### src/rtl/ttt_pkg.sv
package ttt_pkg;
  localparam int NUM_CMP  = 4;
  localparam int NUM_PINS = 2;
  localparam int ADDR_W   = 3;

  // write-port address map; compare registers sit at their own index
  typedef enum logic [ADDR_W-1:0] {
    REG_CMP_A    = 3'd0,
    REG_CMP_B    = 3'd1,
    REG_CMP_C    = 3'd2,
    REG_CMP_D    = 3'd3,
    REG_FLAG_CLR = 3'd4,
    REG_CNT_LOAD = 3'd5
  } reg_addr_e;

  // which compare channels steer which output: P <- A,C ; Q <- B,D
  function automatic logic [NUM_CMP-1:0] pin_mask(input int pin_idx);
    return (pin_idx == 0) ? 4'b0101 : 4'b1010;
  endfunction

  // one inversion per matching channel: odd count flips, even count holds
  function automatic logic toggle_parity(input logic [NUM_CMP-1:0] hits,
                                         input logic [NUM_CMP-1:0] mask);
    return ^(hits & mask);
  endfunction

  // a new hit outranks a clear request in the same cycle
  function automatic logic [NUM_CMP-1:0] merge_flags(input logic [NUM_CMP-1:0] old,
                                                     input logic [NUM_CMP-1:0] hits,
                                                     input logic [NUM_CMP-1:0] clr);
    return (old & ~clr) | hits;
  endfunction
endpackage

### src/rtl/ttt_regs.sv
module ttt_regs
  import ttt_pkg::*;
#(
  parameter int W = 16,
  parameter int N = NUM_CMP
) (
  input  logic                 clk,
  input  logic                 rst_n,
  input  logic                 wr_en,
  input  logic [ADDR_W-1:0]    wr_addr,
  input  logic [W-1:0]         wr_data,
  output logic [N-1:0][W-1:0]  cmp
);
  always_ff @(posedge clk or negedge rst_n) begin
    if (!rst_n) begin
      for (int i = 0; i < N; i++) cmp[i] <= '1;
    end else if (wr_en) begin
      for (int i = 0; i < N; i++)
        if (wr_addr == ADDR_W'(i)) cmp[i] <= wr_data;
    end
  end
endmodule

### src/rtl/ttt_counter.sv
module ttt_counter #(
  parameter int W = 16
) (
  input  logic         clk,
  input  logic         rst_n,
  input  logic         step,
  input  logic         load_en,
  input  logic [W-1:0] load_val,
  input  logic [W-1:0] period,
  output logic [W-1:0] cnt
);
  function automatic logic [W-1:0] next_count(input logic [W-1:0] c,
                                               input logic [W-1:0] p);
    return (c == p) ? '0 : c + W'(1);
  endfunction

  always_ff @(posedge clk or negedge rst_n) begin
    if (!rst_n)       cnt <= '0;
    else if (load_en) cnt <= load_val;
    else if (step)    cnt <= next_count(cnt, period);
  end

  assert_clear_on_period_R3: assert property (@(posedge clk) disable iff (!rst_n)
    (step && !load_en && cnt == period) |=> (cnt == '0));

  assert_advance_R2: assert property (@(posedge clk) disable iff (!rst_n)
    (step && !load_en && cnt != period) |=> (cnt == $past(cnt) + W'(1)));

  assert_hold_when_idle_R9: assert property (@(posedge clk) disable iff (!rst_n)
    (!step && !load_en) |=> $stable(cnt));

  assert_load_wins_R10: assert property (@(posedge clk) disable iff (!rst_n)
    load_en |=> (cnt == $past(load_val)));
endmodule

### src/rtl/ttt_match.sv
module ttt_match #(
  parameter int W = 16,
  parameter int N = 4
) (
  input  logic                step,
  input  logic [W-1:0]        cnt,
  input  logic [N-1:0][W-1:0] cmp,
  output logic [N-1:0]        hits
);
  for (genvar i = 0; i < N; i++) begin : g_cmp
    assign hits[i] = step && (cnt == cmp[i]);
  end
endmodule

### src/rtl/ttt_flags.sv
module ttt_flags
  import ttt_pkg::*;
(
  input  logic               clk,
  input  logic               rst_n,
  input  logic [NUM_CMP-1:0] hits,
  input  logic [NUM_CMP-1:0] clr,
  output logic [NUM_CMP-1:0] flags
);
  always_ff @(posedge clk or negedge rst_n) begin
    if (!rst_n) flags <= '0;
    else        flags <= merge_flags(flags, hits, clr);
  end

  for (genvar i = 0; i < NUM_CMP; i++) begin : g_chk
    assert_hit_beats_clear_R7: assert property (@(posedge clk) disable iff (!rst_n)
      hits[i] |=> flags[i]);
    assert_sticky_R6: assert property (@(posedge clk) disable iff (!rst_n)
      (flags[i] && !clr[i]) |=> flags[i]);
    assert_only_hit_sets_R6: assert property (@(posedge clk) disable iff (!rst_n)
      (!flags[i] && !hits[i]) |=> !flags[i]);
  end
endmodule

### src/rtl/ttt_pin.sv
module ttt_pin
  import ttt_pkg::*;
#(
  parameter logic [NUM_CMP-1:0] MASK = 4'b0101
) (
  input  logic               clk,
  input  logic               rst_n,
  input  logic [NUM_CMP-1:0] hits,
  input  logic               oe,
  output logic               pin
);
  logic level;
  logic [NUM_CMP-1:0] own_hits;

  assign own_hits = hits & MASK;

  always_ff @(posedge clk or negedge rst_n) begin
    if (!rst_n) level <= 1'b0;
    else        level <= level ^ toggle_parity(hits, MASK);
  end

  assign pin = oe & level;

  assert_single_hit_flips_R4: assert property (@(posedge clk) disable iff (!rst_n)
    ($countones(own_hits) == 1) |=> (level != $past(level)));

  assert_twin_hits_cancel_R5: assert property (@(posedge clk) disable iff (!rst_n)
    ($countones(own_hits) == 2) |=> $stable(level));

  assert_no_hit_holds_R9: assert property (@(posedge clk) disable iff (!rst_n)
    (own_hits == '0) |=> $stable(level));
endmodule

### src/rtl/twin_toggle_timer.sv
module twin_toggle_timer
  import ttt_pkg::*;
#(
  parameter int CNT_W = 16
) (
  input  logic               clk,
  input  logic               rst_n,
  input  logic               wr_en,
  input  logic [2:0]         wr_addr,
  input  logic [CNT_W-1:0]   wr_data,
  input  logic               tick,
  input  logic               run,
  input  logic               oe_p,
  input  logic               oe_q,
  output logic               pin_p,
  output logic               pin_q,
  output logic [3:0]         flags
);
  logic                         step;
  logic                         load_en;
  logic [NUM_CMP-1:0]           clr_req;
  logic [NUM_CMP-1:0]           hits;
  logic [NUM_CMP-1:0][CNT_W-1:0] cmp;
  logic [CNT_W-1:0]             cnt;
  logic [NUM_PINS-1:0]          oe_vec;
  logic [NUM_PINS-1:0]          pin_vec;

  assign step    = run && tick;
  assign load_en = wr_en && (wr_addr == REG_CNT_LOAD);
  assign clr_req = (wr_en && wr_addr == REG_FLAG_CLR) ? wr_data[NUM_CMP-1:0] : '0;
  assign oe_vec  = {oe_q, oe_p};

  ttt_regs #(.W(CNT_W), .N(NUM_CMP)) u_regs (
    .clk(clk), .rst_n(rst_n), .wr_en(wr_en), .wr_addr(wr_addr),
    .wr_data(wr_data), .cmp(cmp)
  );

  ttt_counter #(.W(CNT_W)) u_cnt (
    .clk(clk), .rst_n(rst_n), .step(step), .load_en(load_en),
    .load_val(wr_data), .period(cmp[0]), .cnt(cnt)
  );

  ttt_match #(.W(CNT_W), .N(NUM_CMP)) u_match (
    .step(step), .cnt(cnt), .cmp(cmp), .hits(hits)
  );

  ttt_flags u_flags (
    .clk(clk), .rst_n(rst_n), .hits(hits), .clr(clr_req), .flags(flags)
  );

  for (genvar j = 0; j < NUM_PINS; j++) begin : g_pin
    ttt_pin #(.MASK(pin_mask(j))) u_pin (
      .clk(clk), .rst_n(rst_n), .hits(hits), .oe(oe_vec[j]), .pin(pin_vec[j])
    );
  end

  assign pin_p = pin_vec[0];
  assign pin_q = pin_vec[1];

  // a B/C/D hit without an A hit never sends the counter to zero
  assert_side_hits_keep_counting_R11: assert property (@(posedge clk) disable iff (!rst_n)
    (step && !load_en && !hits[0] && (hits[3:1] != '0)) |=> (cnt == $past(cnt) + CNT_W'(1)));

  // a disabled output never drives high
  assert_disabled_low_R8: assert property (@(posedge clk) disable iff (!rst_n)
    (!oe_p |-> !pin_p) and (!oe_q |-> !pin_q));
endmodule

### config.mk
export PLATFORM = sky130hd
export DESIGN_NAME = twin_toggle_timer
export DESIGN_NICKNAME = d
export VERILOG_FILES = /design/src/rtl/ttt_pkg.sv /design/src/rtl/ttt_regs.sv /design/src/rtl/ttt_counter.sv /design/src/rtl/ttt_match.sv /design/src/rtl/ttt_flags.sv /design/src/rtl/ttt_pin.sv /design/src/rtl/twin_toggle_timer.sv
export SDC_FILE = /design/constraint.sdc
export NUM_CORES = 1
export LEC_CHECK = 0
export CAP_MARGIN = 0
export CORE_ASPECT_RATIO = 1.5
export CORE_UTILIZATION = 50
export CTS_CLUSTER_SIZE = 24
export DETAILED_ROUTE_END_ITERATION = 8
export GPL_TIMING_DRIVEN = 1
export PLACE_DENSITY = 0.83
export SLEW_MARGIN = 20
export SYNTH_ARGS = -nofsm -noshare
export SYNTH_HDL_FRONTEND = slang
export SYNTH_SLANG_ARGS = --single-unit
export TNS_END_PERCENT = 10
### constraint.sdc
create_clock -name clk -period 1.6 [get_ports clk]
set_input_delay 0.32 -clock clk [delete_from_list [all_inputs] [get_ports clk]]
set_output_delay 0.32 -clock clk [all_outputs]
set_load 0.02 [all_outputs]
* Yosys cells after proc, flatten, opt, wreduce, memory -nomap -nowiden
Cells that the tools add are included.
Operators by class: bitwise gates (word level) 7, eq/ne operators 9, reductions and logical operators 15, add/sub/neg operators 1, muxes and demuxes 4
Operator list (count):
- equality test 16 bit | 4
- 2-to-1 mux 16 bit | 3
- adder 16 x 1 -> 16 bit, second input constant | 1
- AND reduction 2 bit | 4
- parity 4 bit | 2
- logical AND 1 bit | 7
- equality test 3 x 2 -> 1 bit, second input constant | 2
- equality test 3 bit, second input constant | 2
- AND 4 bit | 1
- 2-to-1 mux 4 bit | 1
- NOT 4 bit | 1
- OR 4 bit | 1
- equality test 3 x 1 -> 1 bit, second input constant | 1
- logical NOT 3 bit | 1
- AND 1 bit | 2
- nonzero test 2 bit | 1
- XOR 1 bit | 2
Word-level totals: flip-flop bits (word level) 86, word-level logic and storage cells 44, output and inout port bits 6, bits of input ports 26

* Logic depth before layout (Yosys ltp)
Gate-level depths: netlist (run 1).
depth in word-level cells 6, depth in mapped cells 7, gate-level depth less buffers 6

* Modules after synthesis
From an unflattened synthesis (run 1), not the netlist that was laid out.
Second synthesis, totals: cells, all modules 389, area total of the unflattened synthesis 4837.1 sq um
By module, submodules not included:
- ttt_regs | cells an instance 138, instances 1, sequential area each 1681.6 sq um, area each 2527.4 sq um
- ttt_counter | cells an instance 132, instances 1, sequential area each 400.4 sq um, area each 1248.7 sq um
- ttt_match | cells an instance 94, instances 1, sequential area each 0.0 sq um, area each 748.2 sq um
- ttt_flags | cells an instance 12, instances 1, sequential area each 100.1 sq um, area each 145.1 sq um
- ttt_pin | cells an instance 3, instances 2, sequential area each 25.0 sq um, area each 56.3 sq um
- twin_toggle_timer | cells an instance 7, instances 1, sequential area each 0.0 sq um, area each 55.1 sq um

* Least setup slack after synthesis (run 1)
No wires, ideal clock.
path type reg2reg, start register u_cnt.cnt[3], end register g_pin[1].u_pin.level, path slack -36 ps, stages on the path, launching flop included 7, arrival 1501 ps, clock period less this slack 1636 ps, library setup time 135 ps, data required time 1465 ps, buffers on the path 1, cells stage by stage dfrtp_1 buf_6 xor2_1 nor4_1 nand4_1 nor3_2 xor3_1
Between the ends: cells in the longest elaborated chain, start to end 4, elaborated cells between the ends (all ways) 6, classes of those cells eq/ne: 2; bitwise: 1; reduce/logical: 3
Ends and longest elaborated chain:
- from (decl) | line ttt_counter.sv:10 | output logic [W-1:0] cnt
- from (signal assigned) | line ttt_counter.sv:19 | else if (load_en) cnt <= load_val;
- from (signal assigned) | line ttt_counter.sv:20 | else if (step) cnt <= next_count(cnt, period);
- equality test 16 bit | line ttt_match.sv:11 | assign hits[i] = step && (cnt == cmp[i]);
- logical AND 1 bit | line ttt_match.sv:11
- parity 4 bit * | line ttt_pkg.sv:24 | return ^(hits & mask);
- XOR 1 bit * | line ttt_pin.sv:19 | else level <= level ^ toggle_parity(hits, MASK);
- to (signal assigned) | line ttt_pin.sv:19
- to (decl) | line ttt_pin.sv:12 | logic level;
Every way passes the cells marked *; elsewhere a longest branch is shown, timed or not. A chain may end at the register's enable or synchronous reset.

* Worst setup path in the final report (run 1)
start register u_cnt.cnt[5], end register g_pin[1].u_pin.level
Same word-level chain as after synthesis.

==> results of run 1 <==
-- flip-flops by register name (all words and copies together), names as in the netlist --
| name | cells |
|---|---|
| g_pin.u_pin.level | 2 |
| u_cnt.cnt | 16 |
| u_regs.cmp | 64 |
| u_flags.flags | 4 |
-- path summary, 6_finish.rpt --
check / slack [ns] / end / from / cells after the start
min in group clk: 0.48 / u_flags.flags[3]$_DFF_PN0_ / u_flags.flags[3]$_DFF_PN0_ / 1
setup reg to reg: -0.27 / g_pin[1].u_pin.level$_DFF_PN0_ / u_cnt.cnt[5]$_DFFE_PN0P_ / 6
setup / recovery: -0.27 / g_pin[1].u_pin.level$_DFF_PN0_ / u_cnt.cnt[5]$_DFFE_PN0P_ / 6
max in group asynchronous: 1.22 / u_regs.cmp[20]$_DFFE_PN1P_ / rst_n / 2
hold / removal: -0.02 / u_cnt.cnt[8]$_DFFE_PN0P_ / rst_n / 2
hold reg to reg: 0.48 / u_flags.flags[3]$_DFF_PN0_ / u_flags.flags[3]$_DFF_PN0_ / 1
-- where the power goes --
part	switching [mW]	internal (mW)	total, mW
combinational	1.15	1.33	2.49
sequential	0.466	2.93	3.40
clock	0.847	1.36	2.20
-- metrics by stage --
stage / setup TNS (ns) / instances / util
after floorplan: -0.146 / 378 / -
after global placement: -23.72 / 555 / 0.606
after detailed placement: -29.10 / 555 / 0.606
after CTS: -3.90 / 573 / 0.656
after global routing: -5.99 / 573 / 0.659
final: -4.26 / 573 / 0.659
-- cell type report --
type / count / share of cell area
multi-input cells: 263 / 0.392
flip-flops and latches: 86 / 0.382
repair buffers: 98 / 0.149
clock buffers: 9 / 0.0385
well taps: 110 / 0.0235
clock inverters: 7 / 0.0152
-- cell usage in the layout (no fill, tap or decap), types with 4 or more instances in the layout --
master            n
nor2_1           16
a21oi_1          15
clkdlybuf4s50_1  22
clkbuf_16         9
nand4_1           7
buf_12            4
nor4_2            7
xnor2_1          16
dlygate4sd2_1     8
nor4_1            4
nand2_1          15
clkinv_2          4
dfrtp_1          20
xor2_1           57
nand3_1          10
mux2_2           64
and2_1            4
dfstp_2          64
o22ai_1          10
buf_6             5
buf_4            59
-- metal layers --
layer  global-route usage  vias to the layer above
li1                     -                     1476
met1                0.279                     1654
met2                0.479                      122
met3               0.0490                       65
met4                0.224                        0
met5                    0                        -
-- logic make-up (layout without fill, tap and decap cells) --
group	count (synthesis)	in the layout	synth area share
AO/OA/AOI/OAI	33	33	0.0409
adder cells (fa/ha/maj)	1	1	0.00273
multiplexers	64	64	0.157
flip-flops	86	86	0.487
XOR/XNOR	80	80	0.159
AND/OR/NAND/NOR	85	85	0.107
buffers and inverters	29	114	0.0469
-- Yosys cell counts, types with 2 or more instances --
| master | number | area share |
|---|---|---|
| a21o_1 | 2 | 0.0033 |
| a21oi_1 | 16 | 0.017 |
| and2_1 | 4 | 0.0055 |
| and3_1 | 3 | 0.0041 |
| and4_1 | 3 | 0.0057 |
| buf_2 | 13 | 0.014 |
| buf_4 | 4 | 0.0065 |
| buf_6 | 10 | 0.025 |
| clkbuf_1 | 2 | 0.0016 |
| dfrtp_1 | 22 | 0.12 |
| dfstp_2 | 64 | 0.37 |
| mux2_2 | 64 | 0.16 |
| nand2_1 | 16 | 0.013 |
| nand3_1 | 11 | 0.012 |
| nand4_1 | 7 | 0.0095 |
| nand4b_1 | 2 | 0.0038 |
| nor2_1 | 17 | 0.014 |
| nor3_1 | 4 | 0.0044 |
| nor4_1 | 10 | 0.014 |
| nor4bb_1 | 2 | 0.0044 |
| o21ai_0 | 3 | 0.0033 |
| o22ai_1 | 11 | 0.015 |
| xnor2_1 | 20 | 0.038 |
| xor2_1 | 58 | 0.11 |
-- timing repair --
action | CTS | global route
endpoints found under the setup margin | 59 | 22
gates resized for setup | 32 | 7
gates cloned | 0 | 0
setup buffers | 2 | 0
endpoints found under the hold margin | 0 | 0
pin swaps | 10 | 2
==> reports/qor.yml, run 1 <==
placed_cell_area_um2: 5390
highest_layer: "met4"
portBuffers: 31
drt_iter0_drc: 277
maxSlewHeadroom: 0.696
nFillCells: 602
skew_ns: 0.00569
violations: "hold timing, setup timing"
drtAntennaViolNets: 0
antenna_cells: 0
die_h_um: 119
critPathLaunchType: "flip-flop"
clk_pin_slew_ns: 0.06
hold_path_class: "input pin to async pin"
hold_viol_final: 4
drc_errors: 0
status: "finished with violations"
grt_pass1_vias: 3709
critPathCaptureType: "flip-flop"
fin_crit_sh: 1.17
clkLatencyLatePin_ns: 0.35
drive_gt1_frac: 0.523
min_period_ns: 1.87
routedLengthMet1_um: 3970
grt_max_degree: 87
clockRootBuffer: "clkbuf_16"
multiInputGateArea_um2: 2290
required_ns: 1.82
num_vias: 3317
grt_setup_unrepaired: "yes"
crit_fanout: 4
async_flop_share: 1.00
clock_sinks: 86
post-place-ws_ns: -0.413
path_buf_inv: 1
ys_seq_area_frac: 0.487
initial_core_util: 0.516
dieArea_um2: 9570
fin_area_um2: 5850
antenna_found_initial: 0
htree_levels: 3
synth_nets: 405
synth-edff-count: 0
report.final.slew_viol_count: 0
holdWs_ns: -0.0228
drt_wl_total_um: 11800
grt_first_pass_wirelength_um: 19000
leakagePower_nw: 2.47
max_freq_ghz: 0.536
grt_use_total: 0.276
synth_cell_types: 34
setup_ws_ns: -0.267
synth_flop_cell: "dfstp_2"
wl_met3_um: 590
numCtsBuffers: 9
synthCells: 378
finalPower_mw: 8.09
met2_length_um: 6290
final_nets: 485
gp_congestion: 0.945
syn2layout_area_growth_pct: 27.5
wl_per_cell_um: 20.5
setup_viol: 21
seq_area_um2: 2230
ctsHoldBuffers: 0
cts_buffer_depth: 2
coreArea_um2: 8880
vdd_drop_max_v: 0.000823
slowest_stage: "dfrtp_2"
synthesis.area_um2: 4590
p_per_area_nw_per_um2: 1380
ioPinCount: 32
dieWidth_um: 80.2
avgSynthCellArea_um2: 12.1
path_cells: "xor2_1 > nor4_2 > buf_4 > nand4_1 > nor3_2 > xor3_1"
hpwl_um: 8200
via_per_inst: 5.79
cts_tree: "done"
rows: 42
cp_slowest_stage_delay_ns: 0.44
crit_family: "simple AND/OR/NAND/NOR gates"
path_class: "flip-flop to flip-flop"
maxCapViolCount: 0
worstMarginPinSlew_ns: 0.455
grt_overflow: 0
synth-seq-cells: 86
cp.arrival_ns: 2.09
dr.pass1.iters: 5
ys_warn_count: 0
(Power assumes the default switching activity.)
==> run 2, diff against run 1 <==
Clock period 1.6 ns to 1.7 ns, I/O delays scaled along.
==> run 2 against run 1 <==
The flow finishes with violations (setup timing). Maximum frequency is 4.2% lower. Routed wire length up 2.3%. Highest routed layer unchanged. Hold slack better by 0.51 ns. Register-to-register slack better by 0.02 ns. Critical endpoint is now g_pin[0].u_pin.level$_DFF_PN0_. Critical path depth unchanged.
==> reports/qor.yml, run 2 (same netlist as run 1, synthesis figures left out) <==
portBuffers: 31
htree_levels: 3
p_sw_mw: 2.32
grt_use_total: 0.270
cts_tree: "done"
holdWs_ns: 0.485
leakagePower_nw: 2.44
grt_setup_unrepaired: "yes"
wl_per_cell_um: 20.8
hold_viol_final: 0
critPathCaptureType: "flip-flop"
cell_internal_pwr_mw: 5.05
setup_ws_ns: -0.248
dieWidth_um: 80.2
antenna_cells: 0
cts_buffer_depth: 2
rows: 42
drc_errors: 0
antenna_found_initial: 0
seqPwrFrac: 0.431
post-place-ws_ns: -0.292
hpwl_um: 8230
dr.pass1.iters: 6
clkLatencyLatePin_ns: 0.35
cp.arrival_ns: 2.17
swShare: 0.315
clk_pin_slew_ns: 0.06
numCtsBuffers: 9
grt_pass1_vias: 3559
setup_viol: 20
via_per_inst: 5.86
num_vias: 3386
clockRootBuffer: "clkbuf_16"
worstMarginPinSlew_ns: 0.426
grt_max_degree: 32
p_per_area_nw_per_um2: 1270
drt_iter0_drc: 321
critPathLaunchType: "flip-flop"
crit_fanout: 2
violations: "setup timing"
post-route-util: 0.656
maxSlewHeadroom: 0.716
max_freq_ghz: 0.513
final_nets: 490
ioPinCount: 32
skew_ns: 0.00596
grt_first_pass_wirelength_um: 18800
die_h_um: 119
coreArea_um2: 8880
required_ns: 1.92
rr_worst_depth: 6
path_buf_inv: 1
grt_overflow: 0
path_depth: 6
top_regs: "u_regs.cmp (64), u_cnt.cnt (16), u_flags.flags (4)"
gp_congestion: 0.919
cp_slowest_stage_delay_ns: 0.54
vdd_drop_max_v: 0.000924
drt_wl_total_um: 12000
status: "finished with violations"
drtAntennaViolNets: 0
path_class: "flip-flop to flip-flop"
mostFrequentLayoutCells: "mux2_2 (64), dfstp_2 (64), buf_4 (63)"
regMostFlops: "u_regs.cmp"
hold_path_class: "input pin to async pin"
dieArea_um2: 9570
clock_sinks: 86
syn2layout_area_growth_pct: 27.0
crit_family: "simple AND/OR/NAND/NOR gates"
min_period_ns: 1.95
comb_power_share: 0.326
drive_gt1_frac: 0.502
report.final.slew_viol_count: 0
largest_register_ffs: 64
path_cells: "xnor2_1 > buf_4 > nand4_1 > nor4_2 > nand3_1 > xnor3_1"
maxCapViolCount: 0
slowest_stage: "dfstp_2"
fin_crit_sh: 1.15
initial_core_util: 0.516
clockPowerShare: 0.243
## run 2: cell types whose count changed in the layout (fill, tap and decap cells not counted), moves of 3 or more
cell             previous run  this run
dfrtp_2                     2         5
clkbuf_1                    0         5
clkdlybuf4s50_1            22        27
xnor2_2                     3         0
buf_4                      59        63
clkinv_2                    4         1
xnor2_1                    16        20
dlygate4sd2_1               8         2
dfrtp_1                    20        17
## run 2: final cells by class
type,instances,area (µm²)
Clock inverter,1,5.00
Fill cell,614,3060
Timing Repair Buffer,102,908
Sequential cell,86,2240
Multi-Input combinational cell,264,2280
Clock buffer,15,258
Tap cell,110,138
## run 2: path summary, 6_finish.rpt
path | startpoint | end | slack (ns)
worst min register to register | u_flags.flags[1]$_DFF_PN0_ | u_flags.flags[1]$_DFF_PN0_ | 0.49
worst min-delay path | rst_n | u_cnt.cnt[1]$_DFFE_PN0P_ | 0.48
worst max register to register | u_regs.cmp[46]$_DFFE_PN1P_ | g_pin[0].u_pin.level$_DFF_PN0_ | -0.25
max in group asynchronous | rst_n | u_regs.cmp[22]$_DFFE_PN1P_ | 0.64
worst max-delay path | u_regs.cmp[46]$_DFFE_PN1P_ | g_pin[0].u_pin.level$_DFF_PN0_ | -0.25
min in group clk | u_flags.flags[1]$_DFF_PN0_ | u_flags.flags[1]$_DFF_PN0_ | 0.49
## run 2: what timing repair did
item | in CTS | in global routing
hold buffers | 1 | 0
setup endpoints to repair | 23 | 23
hold endpoints to repair | 3 | 0
pin swaps | 16 | 7
gates resized for setup | 16 | 13
cloned | 1 | 0
setup buffers | 2 | 3
## run 2: per-layer routing
metal | share of wire | global-route usage | up-vias | routed length [µm]
met5 | 0 | 0 | - | 0
met4 | 0.064 | 0.190 | 0 | 770
met3 | 0.058 | 0.0552 | 47 | 702
met2 | 0.51 | 0.442 | 155 | 6110
met1 | 0.37 | 0.309 | 1698 | 4460
li1 | - | - | 1486 | -
## run 2: metrics by stage
stage,TNS [ns],instances,total power [mW],area (µm²)
global route,-3.36,578,7.71,5830
finish,-2.60,578,7.38,5830
floorplan,0,378,4.51,4590
detailed placement,-19.81,555,5.34,5390
global placement,-17.29,555,5.25,5390
CTS,-1.62,575,7.26,5750
## run 2: power groups by stage
stage | registers, mW | clock network, mW | logic (mW)
after global placement | 3.16 | 0 | 2.10
after detailed placement | 3.19 | 0 | 2.15
after floorplan | 3.00 | 0 | 1.51
final | 3.18 | 1.79 | 2.41
after global routing | 3.24 | 1.90 | 2.57
after CTS | 3.17 | 1.81 | 2.28
